$ cat src/rtl/reorder_buf_pkg.sv
package reorder_buf_pkg;

    // Ring index one step older (backward) with wrap at n.
    function automatic int unsigned ring_prev(input int unsigned p, input int unsigned n);
        return (p == 0) ? n - 1 : p - 1;
    endfunction

    // Ring index one step younger (forward) with wrap at n.
    function automatic int unsigned ring_next(input int unsigned p, input int unsigned n);
        return (p == n - 1) ? 0 : p + 1;
    endfunction

endpackage

$ cat src/rtl/rb_occupancy.sv
module rb_occupancy #(
    parameter int DEPTH = 16,
    localparam int CNT_W = $clog2(DEPTH + 1)
) (
    input  logic             clk,
    input  logic             rst_n,
    input  logic             push,
    input  logic             pop,
    output logic [CNT_W-1:0] count_next,
    output logic             full,
    output logic             empty,
    output logic [CNT_W-1:0] free
);

    logic [CNT_W-1:0] cnt_d, cnt_q;

    always_comb begin
        cnt_d = cnt_q;
        if (push && !pop) cnt_d = cnt_q + 1'b1;
        else if (pop && !push) cnt_d = cnt_q - 1'b1;
    end

    always_ff @(posedge clk) begin
        if (!rst_n) cnt_q <= '0;
        else        cnt_q <= cnt_d;
    end

    assign count_next = cnt_d;
    assign full       = (cnt_q == CNT_W'(DEPTH));
    assign empty      = (cnt_q == '0);
    assign free       = CNT_W'(DEPTH) - cnt_q;


    no_overflow_chk: assert property (@(posedge clk) disable iff (!rst_n)
        push |-> !full);


    no_underflow_chk: assert property (@(posedge clk) disable iff (!rst_n)
        pop |-> !empty);


    cnt_bound_chk: assert property (@(posedge clk) disable iff (!rst_n)
        cnt_q <= CNT_W'(DEPTH));

endmodule

$ cat src/rtl/rb_walker.sv
module rb_walker
    import reorder_buf_pkg::*;
#(
    parameter int DEPTH    = 16,
    parameter int SQ_WIDTH = 2,
    parameter int SEQ_W    = 16,
    localparam int IDX_W   = (DEPTH > 1) ? $clog2(DEPTH) : 1,
    localparam int CNT_W   = $clog2(DEPTH + 1)
) (
    input  logic                        clk,
    input  logic                        rst_n,
    input  logic                        req,
    input  logic [SEQ_W-1:0]            req_seq,
    input  logic [IDX_W-1:0]            youngest_next,
    input  logic [CNT_W-1:0]            occ_next,
    input  logic [DEPTH-1:0][SEQ_W-1:0] seqs,
    output logic                        busy,
    output logic [DEPTH-1:0]            mark
);

    typedef struct packed {
        logic             active;
        logic [IDX_W-1:0] ptr;
        logic [CNT_W-1:0] left;
        logic [SEQ_W-1:0] target;
    } walk_t;

    walk_t walk_d, walk_q;
    logic  accept;

    always_comb begin
        logic [IDX_W-1:0] p;
        logic [CNT_W-1:0] l;
        logic             go;

        walk_d = walk_q;
        mark   = '0;
        p      = walk_q.ptr;
        l      = walk_q.left;
        go     = walk_q.active;

        for (int k = 0; k < SQ_WIDTH; k++) begin
            if (go) begin
                if (l == '0) begin
                    go = 1'b0;
                end else if (seqs[p] > walk_q.target) begin
                    mark[p] = 1'b1;
                    p       = IDX_W'(ring_prev(32'(p), DEPTH));
                    l       = l - 1'b1;
                end else begin
                    go = 1'b0;
                end
            end
        end

        if (walk_q.active) begin
            walk_d.ptr    = p;
            walk_d.left   = l;
            walk_d.active = go && (l != '0);
        end

        accept = req && (!walk_q.active || (req_seq < walk_q.target));
        if (accept) begin
            walk_d.active = 1'b1;
            walk_d.ptr    = youngest_next;
            walk_d.left   = occ_next;
            walk_d.target = req_seq;
        end
    end

    always_ff @(posedge clk) begin
        if (!rst_n) walk_q <= '0;
        else        walk_q <= walk_d;
    end

    assign busy = walk_q.active;


    mark_limit_chk: assert property (@(posedge clk) disable iff (!rst_n)
        $countones(mark) <= SQ_WIDTH);


    younger_ignored_chk: assert property (@(posedge clk) disable iff (!rst_n)
        (busy && req && (req_seq >= walk_q.target)) |=> (walk_q.target == $past(walk_q.target)));


    older_restart_chk: assert property (@(posedge clk) disable iff (!rst_n)
        (busy && req && (req_seq < walk_q.target)) |=> (busy && walk_q.target == $past(req_seq)));

endmodule

$ cat src/rtl/reorder_buf.sv
module reorder_buf
    import reorder_buf_pkg::*;
#(
    parameter int DEPTH    = 16,
    parameter int SQ_WIDTH = 2,
    parameter int SEQ_W    = 16,
    parameter int PC_W     = 32,
    localparam int IDX_W   = (DEPTH > 1) ? $clog2(DEPTH) : 1,
    localparam int CNT_W   = $clog2(DEPTH + 1)
) (
    input  logic             clk,
    input  logic             rst_n,
    input  logic             ins_valid,
    input  logic [SEQ_W-1:0] ins_seq,
    input  logic [PC_W-1:0]  ins_pc,
    input  logic [PC_W-1:0]  ins_npc,
    output logic [IDX_W-1:0] ins_slot,
    input  logic             wb_valid,
    input  logic [IDX_W-1:0] wb_slot,
    input  logic             sq_valid,
    input  logic [SEQ_W-1:0] sq_seq,
    output logic             sq_done,
    output logic             ret_valid,
    output logic [SEQ_W-1:0] ret_seq,
    output logic [PC_W-1:0]  ret_pc,
    output logic             ret_squashed,
    output logic [SEQ_W-1:0] head_seq,
    output logic [PC_W-1:0]  head_pc,
    output logic [PC_W-1:0]  head_npc,
    output logic             head_ready,
    output logic [SEQ_W-1:0] tail_seq,
    output logic [PC_W-1:0]  tail_pc,
    output logic             occ_full,
    output logic             occ_empty,
    output logic [CNT_W-1:0] free_cnt
);

    typedef struct packed {
        logic             valid;
        logic             done;
        logic             squashed;
        logic [SEQ_W-1:0] seq;
        logic [PC_W-1:0]  pc;
        logic [PC_W-1:0]  npc;
    } slot_t;

    typedef struct packed {
        slot_t [DEPTH-1:0] slots;
        logic [IDX_W-1:0]  head;
        logic [IDX_W-1:0]  tail;
    } buf_t;

    buf_t                        st_d, st_q;
    slot_t                       hd, tl;
    logic                        pop;
    logic                        walk_busy;
    logic [DEPTH-1:0]            mark;
    logic [DEPTH-1:0][SEQ_W-1:0] seqs;
    logic [IDX_W-1:0]            youngest_next;
    logic [CNT_W-1:0]            occ_next;

    assign hd  = st_q.slots[st_q.head];
    assign tl  = st_q.slots[IDX_W'(ring_prev(32'(st_q.tail), DEPTH))];
    assign pop = !walk_busy && hd.valid && (hd.done || hd.squashed);

    // Youngest slot after this cycle's insert; independent of the walk result.
    assign youngest_next = ins_valid ? st_q.tail : IDX_W'(ring_prev(32'(st_q.tail), DEPTH));

    always_comb begin
        for (int i = 0; i < DEPTH; i++) seqs[i] = st_q.slots[i].seq;
    end

    always_comb begin
        st_d = st_q;
        for (int i = 0; i < DEPTH; i++) begin
            if (mark[i]) st_d.slots[i].squashed = 1'b1;
        end
        if (wb_valid) st_d.slots[wb_slot].done = 1'b1;
        if (pop) begin
            st_d.slots[st_q.head].valid = 1'b0;
            st_d.head = IDX_W'(ring_next(32'(st_q.head), DEPTH));
        end
        if (ins_valid) begin
            st_d.slots[st_q.tail].valid    = 1'b1;
            st_d.slots[st_q.tail].done     = 1'b0;
            st_d.slots[st_q.tail].squashed = 1'b0;
            st_d.slots[st_q.tail].seq      = ins_seq;
            st_d.slots[st_q.tail].pc       = ins_pc;
            st_d.slots[st_q.tail].npc      = ins_npc;
            st_d.tail = IDX_W'(ring_next(32'(st_q.tail), DEPTH));
        end
    end

    always_ff @(posedge clk) begin
        if (!rst_n) st_q <= '0;
        else        st_q <= st_d;
    end

    rb_occupancy #(.DEPTH(DEPTH)) occ_i (
        .clk        (clk),
        .rst_n      (rst_n),
        .push       (ins_valid),
        .pop        (pop),
        .count_next (occ_next),
        .full       (occ_full),
        .empty      (occ_empty),
        .free       (free_cnt)
    );

    rb_walker #(.DEPTH(DEPTH), .SQ_WIDTH(SQ_WIDTH), .SEQ_W(SEQ_W)) walk_i (
        .clk           (clk),
        .rst_n         (rst_n),
        .req           (sq_valid),
        .req_seq       (sq_seq),
        .youngest_next (youngest_next),
        .occ_next      (occ_next),
        .seqs          (seqs),
        .busy          (walk_busy),
        .mark          (mark)
    );

    assign ins_slot     = st_q.tail;
    assign sq_done      = !walk_busy;
    assign ret_valid    = pop;
    assign ret_seq      = hd.seq;
    assign ret_pc       = hd.pc;
    assign ret_squashed = hd.squashed;
    assign head_seq     = hd.seq;
    assign head_pc      = hd.pc;
    assign head_npc     = hd.npc;
    assign head_ready   = hd.valid && hd.done;
    assign tail_seq     = tl.seq;
    assign tail_pc      = tl.pc;


    head_hold_chk: assert property (@(posedge clk) disable iff (!rst_n)
        walk_busy |=> $stable(st_q.head));


    walk_no_insert_chk: assert property (@(posedge clk) disable iff (!rst_n)
        walk_busy |-> !ins_valid);


    retire_slot_valid_chk: assert property (@(posedge clk) disable iff (!rst_n)
        ret_valid |-> !occ_empty);

endmodule

$ cat config.mk
export PLATFORM = sky130hd
export DESIGN_NAME = reorder_buf
export DESIGN_NICKNAME = d
export VERILOG_FILES = /design/src/rtl/reorder_buf_pkg.sv /design/src/rtl/rb_occupancy.sv /design/src/rtl/rb_walker.sv /design/src/rtl/reorder_buf.sv
export SDC_FILE = /design/constraint.sdc
export NUM_CORES = 2
export LEC_CHECK = 0
export BUFFER_PORTS_ARGS = -buffer_cell sky130_fd_sc_hd__buf_4
export CAP_MARGIN = 20
export CORE_MARGIN = 4
export CORE_UTILIZATION = 59
export DETAILED_ROUTE_END_ITERATION = 7
export PLACE_DENSITY = 0.77
export RECOVER_POWER = 25
export SLEW_MARGIN = 40
export SYNTH_ARGS = -nofsm -noshare
export SYNTH_HDL_FRONTEND = slang
export SYNTH_SLANG_ARGS = --single-unit
$ cat constraint.sdc
create_clock -name clk -period 8.3 [get_ports clk]
set_clock_uncertainty 0.2 [all_clocks]
set_input_delay 1.66 -clock clk [delete_from_list [all_inputs] [get_ports clk]]
set_output_delay 1.66 -clock clk [all_outputs]
set_load 0.02 [all_outputs]
Word-level counts from Yosys, hierarchy flattened
Cells that the tools add are included.
- flip-flop bits (word level): 1367
- bits in latches: 0
- memory bits (writable): 0
- bits in read-only memories: 0
- input port bits: 105
- output and inout bits: 191
- logic and storage cells: 245
- memories: 0
- $add $sub $neg: 10
- $mul: 0
- div/mod/pow operators: 0
- $lt $le $gt $ge: 14
- equal/unequal tests: 3
- shift-type cells: 0
- muxes and demuxes: 89
- bitwise operators: 1
- reduce and logical (&&, ||, !) cells: 25
- operators with widths (kind ; number):
    $bwmux W1328 ; 8
    $demux W83 S4 ; 8
    $mux W1328 ; 2
    $mux W1332 ; 1
    $bmux W83 S4 ; 2
    $mux W83 ; 3
    $mux W82 ; 2
    $mux W80 ; 2
    $bmux W16 S4 ; 2
    $mux W16 ; 8
    $mux W81 ; 1
    $mux W64 ; 1
    $mux W4 ; 12
    $mux W5 ; 8
    $gt A16 B16 Y1 ; 2
    $mux W32 ; 1
    $lt A4 B5 Y1 const B ; 6
    $mux W26 ; 1
    $mux W1 ; 24
    $ge A4 B1 Y1 const B ; 5
    $lt A16 B16 Y1 ; 1
    $or A16 B16 Y16 ; 1
    $logic_not A5 Y1 ; 3
    $sub A5 B1 Y5 const B ; 3
    other kinds (14) ; 35

Logic depth before layout (Yosys ltp)
- depth after elaboration: 26
- mapped depth: 30
- mapped depth without buffers: 24

By module
Synthesis repeated with hierarchy kept, for this count alone.
- cell total of the unflattened synthesis: 7931
- area, all modules: 73775.8 sq um
- by module, submodules not included (module ; times used ; cells each ; area each (sq um) ; seq. area each (sq um)):
    reorder_buf ; 1 ; 6987 ; 65776.8 ; 26745.7
    rb_walker ; 1 ; 898 ; 7571.0 ; 520.5
    rb_occupancy ; 1 ; 46 ; 427.9 ; 100.1

Worst setup path before layout
OpenSTA, ideal clock, no wires.
- path type: register to register
- from: register walk_i.walk_q[21] (netlist name)
- to: register walk_i.walk_q[21] (netlist name)
- setup time: 58 ps
- arrival time: 7096 ps
- data required time: 8042 ps
- path slack: 946 ps
- stages on the path, launching flop included: 29
- path buffers: 7
- period minus slack after synthesis: 7354 ps
- cell sequence: dfxtp_1 > clkbuf_1 > buf_1 > buf_2 > mux4_2 > mux4_2 > ha_1 > nor2b_1 > o211ai_1 > a2111oi_4 > or4b_1 > buf_4 > nand4_2 > buf_6 > nand2_4 > buf_2 > buf_2 > a211oi_1 > o21ai_0 > o2111a_1 > ha_1 > a41o_1 > a221o_1 > a221oi_1 > nor2_1 > a22oi_4 > mux2_2 > nor4_2 > o21a_1
- cells in the longest elaborated chain, start to end: 14
- elaborated cells on any way between the ends: 27
- those cells by class: 2 x add/sub; 2 x order compare; 20 x mux; 3 x reduce/logical
- ends and longest elaborated chain (what ; line ; source):
    start, declared ; rb_walker.sv:28 ; walk_t walk_d, walk_q;
    start signal, assigned ; rb_walker.sv:73 ; else walk_q <= walk_d;
    $bmux W16 S4 ; rb_walker.sv:46 ; end else if (seqs[p] > walk_q.target) begin
    $mux W16 (not written as such) ; rb_walker.sv:46 ;
    $gt A16 B16 Y1 ; rb_walker.sv:46 ;
    $mux W4 ; rb_walker.sv:46 ;
    $mux W4 ; rb_walker.sv:44 ; if (l == '0) begin
    $mux W4 ; rb_walker.sv:43 ; if (go) begin
    $bmux W16 S4 ; rb_walker.sv:46 ;
    $mux W16 (not written as such) ; rb_walker.sv:46 ;
    $gt A16 B16 Y1 ; rb_walker.sv:46 ;
    $mux W4 ; rb_walker.sv:46 ;
    $mux W4 ; rb_walker.sv:44 ;
    $mux W4 (*) ; rb_walker.sv:43 ;
    $mux W10 (*) ; rb_walker.sv:56 ; if (walk_q.active) begin
    $mux W26 (*) ; rb_walker.sv:63 ; if (accept) begin
Every way passes the cells marked *; elsewhere a longest branch is shown, timed or not. The select of a mux whose other input is x is not followed.
A chain may end at the register's enable or synchronous reset.

Final worst setup path
Same ends and word-level chain as after synthesis.

==> qor.yml <==
status:
  outcome: "complete, but fails checks"
  violations: "max-capacitance violations, max-slew violations"
detailed_routing:
  ant_nets: 0
  wl_per_cell_um: 27.01
  vias: 63750
  drt-initial-drc-count: 8798
  drc: 0
  routed_via_density: 6.760
  drt-pass1-iter-count: 8
  wirelength_um: 254800
power:
  p_clk_share_pct: 42.9
  p_seq_share_pct: 44.1
  leakagePower_nw: 26.57
  power_frac_comb_pct: 12.9
  power.density_mw_per_mm2: 188.5
  switchingPower_mw: 4.095
  p_int_mw: 11.11
  ir_worst_vdd_mv: 0.2296
  switching_share_pct: 26.94
synth:
  netlist_top_cells_area: "dfxtp_1 (37%), mux4_2 (21%), nand2_1 (14%)"
  synthCells: 7998
  yosysWarnings: 0
  synth_area_per_cell_um2: 9.180
  netlist_area_mm2: 0.07342
  ys.flop_type: "dfxtp_1"
  async_flop_share_pct: 0
  ys_seq_elements: 1367
  ys_seq_area_share_pct: 37.27
  yosys.area.top_type: "dfxtp_1"
  ys_types: 85
  synth_edf_count: 0
  synthesis.nets: 8175
  netlist.area_leader.share_pct: 37.27
timing:
  fin_tns_setup_ns: 0
  tightest_slew_ns: 4.816
  rsz0062_at_grt: "false"
  hold_viol_final: 0
  final_max_slew_viol_count: 821
  slew_headroom_pct: -221.1
  finalCritPeriodShare_pct: 94.10
  min_period_ns: 7.810
  max_freq_mhz: 128.0
  setup_viol: 0
  finalWorstSetupSlack_ns: 0.4895
run:
  drv_cap: 6
layout:
  fin_util_pct: 65.23
  fill_cells: 9659
  drive_gt1_share_pct: 18.13
  layout.cells.most_common: "nand2_1"
  syn_to_final_growth_pct: 9.847
  nNetsFinal: 7837
  final_cell_mix: "nand2_1 (2,746), dfxtp_1 (1,360), a21boi_0 (1,315)"
floorplan:
  die-area_mm2: 0.1301
  dieWidth_um: 360.8
  rows: 129
  dieHeight_um: 360.8
  initial_core_util_pct: 59.38
  io_pins: 296
  core-area_mm2: 0.1236
cts:
  cts_tree: "done"
  clockBufferDepth: 3
  postCtsSetupBuffers: 0
  cts.root.buffer_cell: "clkbuf_16"
  postCtsHoldBufs: 0
  cts.repair.resized: 0
  clk_latency_ns: 0.80
  cts_made_buffers: 144
  htree_levels: 4
  clock-sinks: 1367
  clkTransAtPathRegs_ns: 0.07
setup_path:
  r2r_end: "walk_i.walk_q[21]"
  cp_data_required_time_ns: 8.85
  crit_arrival_ns: 8.36
  start_kind: "flip-flop"
  worstRegToRegCells: 25
  reg2reg_from: "walk_i.walk_q[21]"
  worstSetupPathType: "reg -> reg"
  r2r_setup_slack_ns: 0.49
  endpoint_kind: "flip-flop"
  worstPathMaxFanout: 40
hold_path:
  min-delay-start: "st_q[1174]"
  hp-class: "reg -> reg"
  worstHoldEndpoint: "st_q[1174]"
  hold_depth: 2
place:
  dp_hpwl_um: 143700
  portBuffers: 295
  pre_cts_ws_ns: 0.4864
  place.gp.congestion: 0.9586
global_routing:
  grt_start_max_net_pins: 235
  grt_pass1_wl_um: 381700
  track_usage_pct: 38.01
  grt_pass1_vias: 62050
  antenna_found_initial: 24
  grt_overflow_total: 0
cell usage after synthesis, types with 6 or more instances:
master / count
a21oi_1: 72
inv_1: 38
a22oi_1: 6
xnor2_1: 13
o21ai_0: 73
nand3_1: 24
mux4_2: 681
nand2_1: 2762
a21boi_0: 1315
a31oi_1: 74
o21a_1: 7
buf_2: 28
clkbuf_1: 714
a211oi_1: 160
nor3b_1: 6
nor2b_1: 10
and2_1: 74
mux2i_1: 29
and3_1: 115
buf_1: 103
nor2_1: 46
dfxtp_1: 1367
o21ai_1: 6
nand4_1: 8
nor3_1: 11
buf_4: 57
nand2b_1: 7
o2111a_1: 14
ha_1: 72
o31ai_1: 6
a21o_1: 7
final cells by class:
cell class / count / area [um^2] / share of cell area (%)
flip-flops and latches: 1367 / 27390 / 33.96
multi-input cells: 5685 / 42590 / 52.81
well taps: 1637 / 2048 / 2.540
clock inverters: 38 / 371.6 / 0.4608
clock buffers: 224 / 4360 / 5.407
repair buffers: 421 / 3687 / 4.572
inverters: 41 / 153.9 / 0.1908
diodes: 18 / 45.04 / 0.05585
flip-flops by register name, indices dropped and copies added (netlist names):
| register | count |
|---|---|
| ins_slot | 4 |
| st_q | 1076 |
| seqs | 256 |
| walk_i.busy | 1 |
| walk_i.walk_q | 25 |
| occ_i.cnt_q | 5 |
per-stage QoR:
step / total power [mW] / hold slack [ns] / instances / instance area, um^2
after global placement: 8.725 / 0.2444 / 9129 / 75330
after global routing: 15.61 / 0.2830 / 9427 / 80640
after CTS: 15.16 / 0.2617 / 9407 / 80530
after floorplan: 8.143 / 0.2315 / 7998 / 73420
final: 15.20 / 0.2613 / 9431 / 80650
after detailed placement: 8.761 / 0.2512 / 9145 / 75800
worst max-delay path: stages (launching register included):
cell	delay (ns)
dfxtp_4	0.56
buf_12	0.27
buf_4	0.25
mux4_2	0.53
mux4_2	0.47
ha_1	0.34
nand4_2	0.20
nor3_1	0.50
or4b_1	0.20
buf_4	0.22
nand4_4	0.14
nand2_4	0.44
inv_1	0.29
mux2i_1	0.18
a32oi_1	0.21
and4_1	0.25
ha_1	0.27
a41o_1	0.20
a221o_1	0.34
a221oi_1	0.34
buf_4	0.20
nor2_1	0.11
a22oi_4	0.31
mux2_2	0.39
nor4_2	0.13
o21a_1	0.15
kinds of logic after synthesis:
family,count (synthesis),share of synthesized area [%]
AOI/OAI and AO/OA,1788,17.88
xor gates and xnor gates,18,0.2147
adders and majority gates,72,1.227
buffers and inverters,946,5.198
DFF,1367,37.27
muxes,713,21.33
and+or+nand+nor,3094,16.87
per-layer routing:
| metal | global-route usage [%] | wire length (um) | vias up |
|---|---|---|---|
| met5 | 0 | 194 | - |
| met2 | 58.83 | 115300 | 4531 |
| li1 | - | - | 27180 |
| met3 | 10.58 | 32520 | 1068 |
| met1 | 47.73 | 90220 | 30960 |
| met4 | 22.69 | 16540 | 14 |
worst max-delay path by stage:
stage / start / to / slack (ns)
finish: walk_i.walk_q[21] / walk_i.walk_q[21] / 0.49
global route: walk_i.walk_q[21] / walk_i.walk_q[23] / 0.0009
floorplan: walk_i.walk_q[21] / walk_i.walk_q[21] / 0.95
detailed placement: walk_i.walk_q[21] / walk_i.walk_q[21] / 0.49
global placement: walk_i.walk_q[21] / walk_i.walk_q[21] / 0.61
CTS: walk_i.walk_q[21] / walk_i.walk_q[21] / 0.45
power groups by stage:
stage	clock network [mW]	registers, mW	logic, mW
6_report	6.53	6.71	1.96
5_1_grt	6.81	6.71	2.08
4_1_cts	6.54	6.71	1.92
3_5_place_dp	0	6.85	1.91
3_3_place_gp	0	6.85	1.88
2_1_floorplan	0	6.81	1.33
(Power assumes the default switching activity.)
